<file path="config.mk">
export PLATFORM = sky130hd
export DESIGN_NAME = quad_s2p_driver
export DESIGN_NICKNAME = d
export VERILOG_FILES = /design/src/rtl/quad_s2p_pkg.sv /design/src/rtl/s2p_shift_lane.sv /design/src/rtl/s2p_out_latch.sv /design/src/rtl/s2p_out_gate.sv /design/src/rtl/quad_s2p_driver.sv
export SDC_FILE = /design/constraint.sdc
export NUM_CORES = 1
export LEC_CHECK = 0
export BUFFER_PORTS_ARGS = -buffer_cell sky130_fd_sc_hd__buf_2
export CAP_MARGIN = 20
export CORE_MARGIN = 2
export CORE_UTILIZATION = 40
export CTS_CLUSTER_SIZE = 25
export DETAILED_ROUTE_END_ITERATION = 10
export SLEW_MARGIN = 5
export SYNTH_ARGS = -nofsm -noshare
export SYNTH_HDL_FRONTEND = slang
export SYNTH_SLANG_ARGS = --single-unit
</file>
<file path="constraint.sdc">
create_clock -name clk -period 1.1 [get_ports clk]
set_input_delay 0.055 -clock clk [delete_from_list [all_inputs] [get_ports clk]]
set_output_delay 0.055 -clock clk [all_outputs]
set_load 0.01 [all_outputs]
</file>
<file path="src/rtl/quad_s2p_pkg.sv">
// Package: shared sizing defaults and the shift-direction encoding for the
// quad-lane serial-to-parallel driver. Assumes at least two stages per lane.
package quad_s2p_pkg;

    localparam int unsigned LANE_CNT  = 4;
    localparam int unsigned STAGE_CNT = 8;

    // Encoding of the direction pin: 1 moves data from stage 1 toward the last stage.
    typedef enum logic {
        SHIFT_REV = 1'b0,
        SHIFT_FWD = 1'b1
    } shift_dir_e;

endpackage

</file>
<file path="src/rtl/s2p_shift_lane.sv">
// Module: one bidirectional shift chain. It holds when not selected, loads
// its serial input at the end chosen by the direction, and presents the far
// end as the cascade output. Also exports next-state for the latch stage.
// Assumes: DEPTH >= 2; reset is synchronous and active low.
module s2p_shift_lane
    import quad_s2p_pkg::*;
#(
    parameter int unsigned DEPTH = STAGE_CNT
) (
    input  logic             clk,
    input  logic             rst_n,
    input  logic             sel,
    input  logic             dir,
    input  logic             sin,
    output logic [DEPTH-1:0] stages,
    output logic [DEPTH-1:0] stages_nxt,
    output logic             sout
);

    logic [DEPTH-1:0] chain_q;

    // Next-state: hold, forward shift or reverse shift.
    always_comb begin
        if (!sel) begin
            stages_nxt = chain_q;
        end else if (dir == SHIFT_FWD) begin
            stages_nxt = {chain_q[DEPTH-2:0], sin};
        end else begin
            stages_nxt = {sin, chain_q[DEPTH-1:1]};
        end
    end

    // State register with synchronous clear.
    always_ff @(posedge clk) begin
        if (!rst_n) begin
            chain_q <= '0;
        end else begin
            chain_q <= stages_nxt;
        end
    end

    // Cascade tap taken from the end opposite the input.
    assign sout   = (dir == SHIFT_FWD) ? chain_q[DEPTH-1] : chain_q[0];
    assign stages = chain_q;

endmodule

</file>
<file path="src/rtl/s2p_out_latch.sv">
// Module: a level-sensitive output latch built from a hold register and a
// bypass. While enabled, the view follows the live chain, and each edge
// stores the chain's next contents. While disabled, the stored copy is shown.
// Assumes: enable is synchronous to clk.
module s2p_out_latch #(
    parameter int unsigned WIDTH = 32
) (
    input  logic             clk,
    input  logic             rst_n,
    input  logic             en,
    input  logic [WIDTH-1:0] live,
    input  logic [WIDTH-1:0] live_nxt,
    output logic [WIDTH-1:0] view
);

    logic [WIDTH-1:0] hold_q;

    // Hold register: tracks the chain while open, cleared by reset.
    always_ff @(posedge clk) begin
        if (!rst_n) begin
            hold_q <= '0;
        end else if (en) begin
            hold_q <= live_nxt;
        end
    end

    // Transparent path while open, stored copy while closed.
    always_comb begin
        view = en ? live : hold_q;
    end

endmodule

</file>
<file path="src/rtl/s2p_out_gate.sv">
// Module: output conditioning. Per-lane blanking forces a lane to 0, then
// global polarity inversion applies to every bit. Purely combinational.
// Assumes: the input vector is lane-major, DEPTH bits per lane.
module s2p_out_gate #(
    parameter int unsigned LANES = 4,
    parameter int unsigned DEPTH = 8,
    localparam int unsigned WIDTH = LANES * DEPTH
) (
    input  logic [WIDTH-1:0] lat,
    input  logic [LANES-1:0] blank,
    input  logic             invert,
    output logic [WIDTH-1:0] pout
);

    for (genvar k = 0; k < LANES; k++) begin : g_lane
        logic [DEPTH-1:0] blanked;
        // Blank first, then invert.
        always_comb begin
            blanked = blank[k] ? {DEPTH{1'b0}} : lat[k*DEPTH +: DEPTH];
            pout[k*DEPTH +: DEPTH] = blanked ^ {DEPTH{invert}};
        end
    end

endmodule

</file>
<file path="src/rtl/quad_s2p_driver.sv">
// Module: top of the quad-lane serial-to-parallel driver. It instantiates one
// shift chain per lane, a shared output latch and the blanking/polarity gate.
// Assumes: all inputs are synchronous to clk; reset is synchronous, active low.
module quad_s2p_driver
    import quad_s2p_pkg::*;
#(
    parameter int unsigned LANES = LANE_CNT,
    parameter int unsigned DEPTH = STAGE_CNT,
    localparam int unsigned WIDTH = LANES * DEPTH
) (
    input  logic             clk,
    input  logic             rst_n,
    input  logic             chip_sel,
    input  logic             shift_dir,
    input  logic             latch_en,
    input  logic             invert,
    input  logic [LANES-1:0] blank,
    input  logic [LANES-1:0] ser_in,
    output logic [LANES-1:0] ser_out,
    output logic [WIDTH-1:0] par_out
);

    logic [WIDTH-1:0] chain_flat;
    logic [WIDTH-1:0] chain_next;
    logic [WIDTH-1:0] lat_flat;

    // One chain per lane; lane k occupies bits k*DEPTH upward.
    for (genvar k = 0; k < LANES; k++) begin : g_chain
        s2p_shift_lane #(
            .DEPTH(DEPTH)
        ) u_lane (
            .clk       (clk),
            .rst_n     (rst_n),
            .sel       (chip_sel),
            .dir       (shift_dir),
            .sin       (ser_in[k]),
            .stages    (chain_flat[k*DEPTH +: DEPTH]),
            .stages_nxt(chain_next[k*DEPTH +: DEPTH]),
            .sout      (ser_out[k])
        );
    end

    s2p_out_latch #(
        .WIDTH(WIDTH)
    ) u_latch (
        .clk     (clk),
        .rst_n   (rst_n),
        .en      (latch_en),
        .live    (chain_flat),
        .live_nxt(chain_next),
        .view    (lat_flat)
    );

    s2p_out_gate #(
        .LANES(LANES),
        .DEPTH(DEPTH)
    ) u_gate (
        .lat   (lat_flat),
        .blank (blank),
        .invert(invert),
        .pout  (par_out)
    );

endmodule

</file>
==> results of run 1 <==
-- repair_timing --
| action | in CTS | in global routing |
|---|---|---|
| resized for setup | 49 | 26 |
| pin swaps | 35 | 53 |
| setup buffers | 29 | 4 |
| endpoints found under the setup margin | 36 | 50 |
-- cell families after synthesis --
kind of cell | count (synthesis) | synth area share, %
mux | 68 | 18.5
simple gates | 161 | 22.8
buf+inv | 41 | 8.05
compound gates | 32 | 8.63
flops | 64 | 34.5
xor+xnor | 32 | 7.55
-- tightest hold or removal path: stages --
cell and delay [ps]:
buf_2 100, mux2i_1 60, nand2_1 70, and3_1 140
-- area by class of cell --
| cell class | instances | area (um2) |
|---|---|---|
| Sequential cell | 64 | 1350 |
| Clock buffer | 12 | 155 |
| Timing Repair Buffer | 98 | 757 |
| Clock inverter | 3 | 17.5 |
| Fill cell | 890 | 4520 |
| Tap cell | 111 | 139 |
| Multi-Input combinational cell | 293 | 2180 |
-- layout by cell type, fill, tap and decap left out, drive strengths merged --
master / synthesis / final
nor2b: 32 / 32
clkinv: 0 / 2
clkbuf: 13 / 12
mux2i: 64 / 64
and3: 32 / 32
and2: 1 / 1
buf: 28 / 98
nand2: 32 / 32
nor2: 32 / 32
or2: 32 / 32
dfxtp: 64 / 64
mux2: 4 / 4
clkinvlp: 0 / 1
xor2: 32 / 32
a32o: 32 / 32
-- power breakdown --
group / leakage [nW] / internal, mW / switching, mW
sequential: 0.546 / 2.49 / 0.0831
clock: 0.0882 / 0.922 / 0.884
combinational: 1.63 / 0.668 / 0.627
-- how the worst max path moves through the flow --
| stage | slack [ps] | cells after the start | end | from |
|---|---|---|---|---|
| 2_1_floorplan | 150 | 2 | u_latch.hold_q[11] | g_chain[1].u_lane.stages[3] |
| 4_1_cts | -180 | 4 | par_out[30] | u_latch.hold_q[30] |
| 3_3_place_gp | 10 | 6 | par_out[5] | latch_en |
| 5_1_grt | -250 | 4 | par_out[30] | g_chain[3].u_lane.stages[6] |
| 3_5_place_dp | 10 | 6 | par_out[11] | latch_en |
| 6_report | -150 | 4 | par_out[15] | g_chain[1].u_lane.stages[7] |
-- flip-flops by register name, indices dropped and copies added (netlist names) --
signal / flops
u_latch.hold_q: 32
g_chain.u_lane.stages: 32
-- layer usage --
| metal | up-vias | global-route usage, % |
|---|---|---|
| met3 | 12 | 2.72 |
| met2 | 49 | 27.3 |
| met1 | 1423 | 22.6 |
| li1 | 1500 | - |
| met5 | - | 0 |
| met4 | 0 | 7.59 |
==> flow_summary.yaml, run 1 <==
place:
  gp_congestion: 0.767
  port_buffers: 49
  hpwl_um: 5280
  dp_slack_ps: 14.5
  dp.cells: 533
  place_area_um2: 4020
finish:
  fin_util_pct: 50.4
  final_cells: 581
  syn_to_final_growth_pct: 23.7
  final_net_count: 480
  n_antenna_cell: 0
  fin_area_um2: 4590
  drive_gt1_share_pct: 38.3
worst_setup_path:
  slowest_delay_ps: 350
  arrival_ps: 1200
  critPathCaptureType: "output port"
  reg2regPathDepth: 5
  reg2reg_slack_ps: -10
  cp_slowest_cell: "dfxtp_2"
  path_class: "flip-flop to output port"
  r2r_start: "g_chain[1].u_lane.stages[7]"
  critPathLaunchType: "flip-flop"
  path_cells: "mux2i_1, nor2_1, xor2_1, buf_2"
  cp_top_family: "flip-flops"
  path_buf_inv: 1
  path_max_fanout: 3
  required_ps: 1040
  r2r-end: "u_latch.hold_q[14]"
route:
  met3_length_um: 291
  top_layer: "met4"
  first_pass_iters: 4
  wl_per_cell_um: 14.3
  vias: 2984
  drt_wl_total_um: 8320
  m1WireLength_um: 4030
  ant_nets: 0
  via_per_inst: 5.14
  drtIter0Drc: 84
  wl_met2_um: 3840
  drc: 0
global_routing:
  grt_pass1_wl_um: 13700
  antenna_found_initial: 0
  track_usage_pct: 17.0
  grt_max_degree: 65
  grt_overflow: 0
  grt_pass1_vias: 2913
sta:
  timing.final.crit_share_pct: 114
  rsz0062_at_grt: "yes"
  finalHoldViolations: 0
  max_slew_margin_pct: 83.5
  fin_ws_ps: -155
  fin_worst_skew_ps: 7.39
  setup_viol: 37
  hold_ws_ps: 124
  worst_pin_slew_ps: 248
  fin_tns_setup_ps: -3550
  period_needed_ps: 1250
  max_freq_mhz: 797
  slew_violations: 0
yosys:
  syn_nets: 412
  yosys.area.top_type: "dfxtp_1"
  synthFlopType: "dfxtp_1"
  synth_warnings: 0
  synth_area_um2: 3710
  synth-edff-count: 0
  synthDominantCellAreaShare_pct: 34.5
  ys_seq_area_share_pct: 34.5
  synth_area_per_cell_um2: 9.33
  syn_inst: 398
  synth-seq-cells: 64
  async_reset_ff_share_pct: 0
  netlist_top_cells_area: "dfxtp_1 (35%), mux2i_1 (17%), a32o_1 (8.6%)"
  yosysUniqueCellTypes: 19
  synth.top_cells.by_count: "dfxtp_1 (64), mux2i_1 (64)"
floorplanning:
  io-pin-count: 50
  die_width_um: 100
  dieArea_um2: 10100
  dieHeight_um: 100
  rows: 35
  coreArea_um2: 9110
  start_util_pct: 40.8
clock_tree:
  clkLatencyLatePin_ps: 340
  cts_tree: "yes"
  root_buffer: "clkbuf_8"
  cts_max_path_buffers: 2
  cts_sinks: 64
  ctsHoldBuffers: 0
  htreeDepth: 3
  cts_buffers: 9
  clkTransAtPathRegs_ps: 80
min_path:
  hold_class: "input pin to flip-flop"
  hold_depth: 4
  holdPathEnd: "g_chain[3].u_lane.stages[7]"
  hold_path.startpoint: "ser_in[3]"
flow_run:
  cap_violations: 0
run_status:
  violations: "negative setup slack"
  run_status: "finished with violations"
power:
  totalPowerFinal_mw: 5.67
  vdd.ir_drop.worst_v: 0.000456
  power-per-cell-area_nw_per_um2: 1240
  cellLeakagePower_nw: 2.26
Power figures use the tool's default switching activity.
==> inputs of run 2 (changes only) <==
--- a/config.mk
+++ b/config.mk
@@ -11,6 +11,7 @@
 export CORE_UTILIZATION = 40
 export CTS_CLUSTER_SIZE = 25
 export DETAILED_ROUTE_END_ITERATION = 10
+export REMOVE_ABC_BUFFERS = 1
 export SLEW_MARGIN = 5
 export SYNTH_ARGS = -nofsm -noshare
 export SYNTH_HDL_FRONTEND = slang
==> flow_summary.yaml, run 2 (synthesis gave the netlist of run 1 again) <==
worst_setup_path:
  path_class: "flip-flop to output port"
  path_max_fanout: 2
  slowest_delay_ps: 330
  r2r-end: "u_latch.hold_q[8]"
  reg2regPathDepth: 3
  critPathCaptureType: "output port"
  path_cells: "mux2i_2, nor2_1, xor2_1, buf_2"
  required_ps: 1040
  reg2reg_slack_ps: 30
  cp_top_family: "flip-flops"
  critPathLaunchType: "flip-flop"
  arrival_ps: 1220
  path_buf_inv: 1
  r2r_start: "g_chain[1].u_lane.stages[0]"
  cp_slowest_cell: "dfxtp_2"
power:
  seq_power_share_pct: 45.3
  pwr-share-comb_pct: 22.9
  p_sw_share_pct: 29.0
  clock_power_share_pct: 31.8
  p_int_mw: 4.03
  power-per-cell-area_nw_per_um2: 1230
  totalPowerFinal_mw: 5.68
  cellLeakagePower_nw: 2.25
  vdd.ir_drop.worst_v: 0.000592
  switchingPower_mw: 1.65
finish:
  syn_to_final_growth_pct: 24.0
  drive_gt1_share_pct: 38.1
  final_common_cell: "mux2i_1"
  final_net_count: 482
  n_antenna_cell: 0
  final_cell_mix: "mux2i_1 (62), dfxtp_2 (45), buf_2 (45)"
place:
  gp_congestion: 0.801
  hpwl_um: 5360
  port_buffers: 49
sta:
  rsz0062_at_grt: "yes"
  period_needed_ps: 1280
  max_slew_margin_pct: 71.9
  setup_viol: 36
  max_freq_mhz: 783
  finalHoldViolations: 0
  timing.final.crit_share_pct: 116
  slew_violations: 0
  worst_pin_slew_ps: 421
  hold_ws_ps: 114
  fin_worst_skew_ps: 5.19
  fin_ws_ps: -177
global_routing:
  grt_pass1_vias: 3023
  antenna_found_initial: 0
  track_usage_pct: 17.8
  grt_overflow: 0
  grt_max_degree: 46
  grt_pass1_wl_um: 14500
min_path:
  hold_depth: 4
  hold_class: "input pin to flip-flop"
  hold_path.startpoint: "ser_in[0]"
  holdPathEnd: "g_chain[0].u_lane.stages[0]"
clock_tree:
  root_buffer: "clkbuf_8"
  cts_buffers: 9
  htreeDepth: 3
  cts_tree: "yes"
  cts_max_path_buffers: 2
  clkLatencyLatePin_ps: 330
  cts_sinks: 64
  clkTransAtPathRegs_ps: 70
floorplanning:
  rows: 35
  coreArea_um2: 9110
  dieHeight_um: 100
  die_width_um: 100
  io-pin-count: 50
  dieArea_um2: 10100
  start_util_pct: 40.8
flow_run:
  cap_violations: 0
route:
  drc: 0
  first_pass_iters: 5
  vias: 3014
  via_per_inst: 5.16
  drtIter0Drc: 71
  ant_nets: 0
  drt_wl_total_um: 8490
  wl_per_cell_um: 14.5
run_status:
  run_status: "finished with violations"
  violations: "negative setup slack"
run 2: metrics by stage:
| step | cells | area (um2) | util (%) | TNS (ps) | setup WS (ps) |
|---|---|---|---|---|---|
| global route | 584 | 4600 | 50.5 | -6560 | -266 |
| detailed placement | 535 | 4050 | 44.4 | -394 | -55.5 |
| finish | 584 | 4600 | 50.5 | -3700 | -177 |
| CTS | 581 | 4540 | 49.8 | -4310 | -197 |
| floorplan | 357 | 3410 | - | 0 | 135 |
| global placement | 535 | 4050 | 44.4 | -120 | -45.8 |
run 2: worst max-delay path by stage:
stage / from / endpoint / cells after the start / slack, ps
6_report: g_chain[3].u_lane.stages[3] / par_out[27] / 4 / -180
2_1_floorplan: rst_n / u_latch.hold_q[0] / 2 / 140
3_5_place_dp: latch_en / par_out[21] / 6 / -60
4_1_cts: g_chain[0].u_lane.stages[2] / par_out[2] / 4 / -200
5_1_grt: g_chain[3].u_lane.stages[2] / par_out[26] / 4 / -270
3_3_place_gp: latch_en / par_out[27] / 6 / -50
run 2: final cells by class:
| type | count | area [um2] |
|---|---|---|
| sequential | 64 | 1340 |
| multi-input combinational | 293 | 2170 |
| clock inverter | 5 | 32.5 |
| clock buffer | 11 | 141 |
| fill | 881 | 4510 |
| tap | 111 | 139 |
| timing repair buffer | 100 | 777 |
run 2: power by group through the flow:
stage / combinational [mW] / sequential [mW] / clock, mW
after floorplan: 0.609 / 2.59 / 0
after global placement: 1.08 / 2.64 / 0
after detailed placement: 1.10 / 2.64 / 0
after CTS: 1.27 / 2.57 / 1.84
after global routing: 1.44 / 2.59 / 1.95
final: 1.30 / 2.57 / 1.80
run 2: metal layers:
layer	vias to the layer above	GRT usage (%)	part of all wire [%]
met1	1433	24.1	49
li1	1517	-	-
met5	-	0	0
met4	0	6.64	1.5
met2	53	28.5	46
met3	11	2.92	3.7
run 2: repair_timing:
action,CTS,global route
buffers inserted,30,4
gates resized for setup,49,18
cloned,0,0
hold buffers,0,0
endpoints found under the setup margin,36,51
pin swaps,22,36
run 2: tightest hold or removal path, delay by kind of cell:
kind	cells	cell delay [ps]
AND/OR/NAND/NOR	2	220
buffers and inverters	1	90
multiplexers	1	60
==> inputs of run 3 (changes only) <==
--- a/config.mk
+++ b/config.mk
@@ -5,12 +5,16 @@
 export SDC_FILE = /design/constraint.sdc
 export NUM_CORES = 1
 export LEC_CHECK = 0
+export ABC_AREA = 1
 export BUFFER_PORTS_ARGS = -buffer_cell sky130_fd_sc_hd__buf_2
 export CAP_MARGIN = 20
+export CELL_PAD_IN_SITES_DETAIL_PLACEMENT = 1
+export CELL_PAD_IN_SITES_GLOBAL_PLACEMENT = 2
 export CORE_MARGIN = 2
-export CORE_UTILIZATION = 40
+export CORE_UTILIZATION = 30
 export CTS_CLUSTER_SIZE = 25
 export DETAILED_ROUTE_END_ITERATION = 10
+export PLACE_DENSITY_LB_ADDON = 0.1
 export REMOVE_ABC_BUFFERS = 1
 export SLEW_MARGIN = 5
 export SYNTH_ARGS = -nofsm -noshare
==> flow_summary.yaml, run 3 <==
run_status:
  run_status: "finished with violations"
  violations: "negative setup slack"
flow_run:
  cap_violations: 0
finish:
  seq_area_um2: 1350
  fin_util_pct: 38.6
  final_cells: 914
  final_net_count: 753
  final_cell_mix: "nand2_1 (300), nand3_1 (128), nor2_1 (64)"
  fin_area_um2: 4910
  syn_to_final_growth_pct: 24.3
  drive_gt1_share_pct: 27.4
  final_common_cell: "nand2_1"
  nFillCells: 1756
  n_antenna_cell: 0
  multiInputGateArea_um2: 2210
place:
  gp_congestion: 0.736
  place_area_um2: 4230
  hpwl_um: 7750
  dp.cells: 866
  port_buffers: 49
  dp_slack_ps: 5.50
global_routing:
  track_usage_pct: 18.1
  grt_pass1_wl_um: 20800
  grt_max_degree: 65
  antenna_found_initial: 0
  grt_pass1_vias: 4428
  grt_overflow: 0
floorplanning:
  coreArea_um2: 12700
  start_util_pct: 31.0
  rows: 41
  die_width_um: 119
  dieArea_um2: 14100
  io-pin-count: 50
  dieHeight_um: 119
sta:
  fin_worst_skew_ps: 3.12
  rsz0062_at_grt: "yes"
  worst_pin_slew_ps: 484
  max_freq_mhz: 851
  timing.final.crit_share_pct: 107
  period_needed_ps: 1170
  fin_tns_setup_ps: -1410
  slew_violations: 0
  hold_ws_ps: 67.7
  max_slew_margin_pct: 67.7
  setup_viol: 32
  fin_ws_ps: -74.8
  finalHoldViolations: 0
yosys:
  synthFlopType: "dfxtp_1"
  syn_inst: 677
  ys_seq_area_share_pct: 32.4
  synth.top_cells.by_count: "nand2_1 (332), nand3_1 (128), dfxtp_1 (64), nor2_1 (64), inv_1 (37)"
  synthDominantCellAreaShare_pct: 32.4
  netlist_top_cells_area: "dfxtp_1 (32%), nand2_1 (32%), nand3_1 (16%)"
  synth_area_per_cell_um2: 5.83
  yosysUniqueCellTypes: 12
  yosysMostFrequentCell: "nand2_1"
  synth_warnings: 0
  synth-seq-cells: 64
  synth_area_um2: 3950
  async_reset_ff_share_pct: 0
  yosys.area.top_type: "dfxtp_1"
  synth-edff-count: 0
route:
  drtIter0Drc: 76
  drt_wl_total_um: 12100
  drc: 0
  ant_nets: 0
  first_pass_iters: 4
  wl_per_cell_um: 13.3
  vias: 4296
  via_per_inst: 4.70
power:
  seq_power_share_pct: 40.0
  switchingPower_mw: 1.88
  totalPowerFinal_mw: 6.44
  p_sw_share_pct: 29.1
  cellLeakagePower_nw: 2.67
  clock_power_share_pct: 39.6
  pwr-share-comb_pct: 20.4
  power-per-cell-area_nw_per_um2: 1310
  vdd.ir_drop.worst_v: 0.000811
  p_int_mw: 4.56
clock_tree:
  cts_tree: "yes"
  clkTransAtPathRegs_ps: 50
  clkLatencyLatePin_ps: 330
  cts_sinks: 64
  cts_max_path_buffers: 2
  root_buffer: "clkbuf_16"
  htreeDepth: 3
  ctsHoldBuffers: 0
  cts_buffers: 9
worst_setup_path:
  critPathLaunchType: "flip-flop"
  path_max_fanout: 2
  critPathCaptureType: "output port"
  path_class: "flip-flop to output port"
  arrival_ps: 1120
  required_ps: 1040
min_path:
  hold_class: "input pin to flip-flop"
[run 3: cell type report]
class	count	share of cell area [%]
Clock inverter	1	0.102
Sequential cell	64	27.5
Inverter	40	3.16
Timing Repair Buffer	100	14.8
Multi-Input combinational cell	524	45.0
Clock buffer	13	5.10
Tap cell	172	4.38
[run 3: path summary, 6_finish.rpt]
kind	depth (start not counted)	to	from	slack (ps)
worst max-delay path	6	par_out[22]	g_chain[2].u_lane.stages[6]	-70
worst min-delay path	5	g_chain[1].u_lane.stages[7]	ser_in[1]	70
worst max register to register	6	u_latch.hold_q[31]	g_chain[3].u_lane.stages[6]	140
worst min register to register	2	u_latch.hold_q[8]	u_latch.hold_q[8]	460
[run 3: logic make-up (layout without fill, tap and decap cells)]
group	Yosys count	in the layout	share of synthesized area [%]
buffers and inverters	89	154	13.7
DFF	64	64	32.4
and+or+nand+nor	524	524	53.8
[run 3: worst max-delay path, cell delays in order (launching register included)]
cell	delay, ps
dfxtp_2	330
nand2_2	60
nand2_2	80
nand2_1	60
nand2_1	80
nand2_1	40
buf_2	130
[run 3: per-layer routing]
| layer | wire, um | GRT usage, % |
|---|---|---|
| met4 | 213 | 6.62 |
| met1 | 5560 | 21.5 |
| met5 | 0 | 0 |
| met2 | 6070 | 32.5 |
| met3 | 279 | 2.90 |
[run 3: power groups by stage]
stage | Clock (mW) | Sequential, mW | Combinational (mW)
2_1_floorplan | 0 | 2.60 | 0.631
3_3_place_gp | 0 | 2.63 | 1.09
3_5_place_dp | 0 | 2.64 | 1.13
4_1_cts | 2.63 | 2.57 | 1.30
5_1_grt | 2.74 | 2.59 | 1.50
6_report | 2.55 | 2.58 | 1.31
[run 3: repair_timing]
item,CTS,global route
endpoints found under the setup margin,32,36
setup buffers,32,3
resized for setup,63,31
pin swaps,33,14
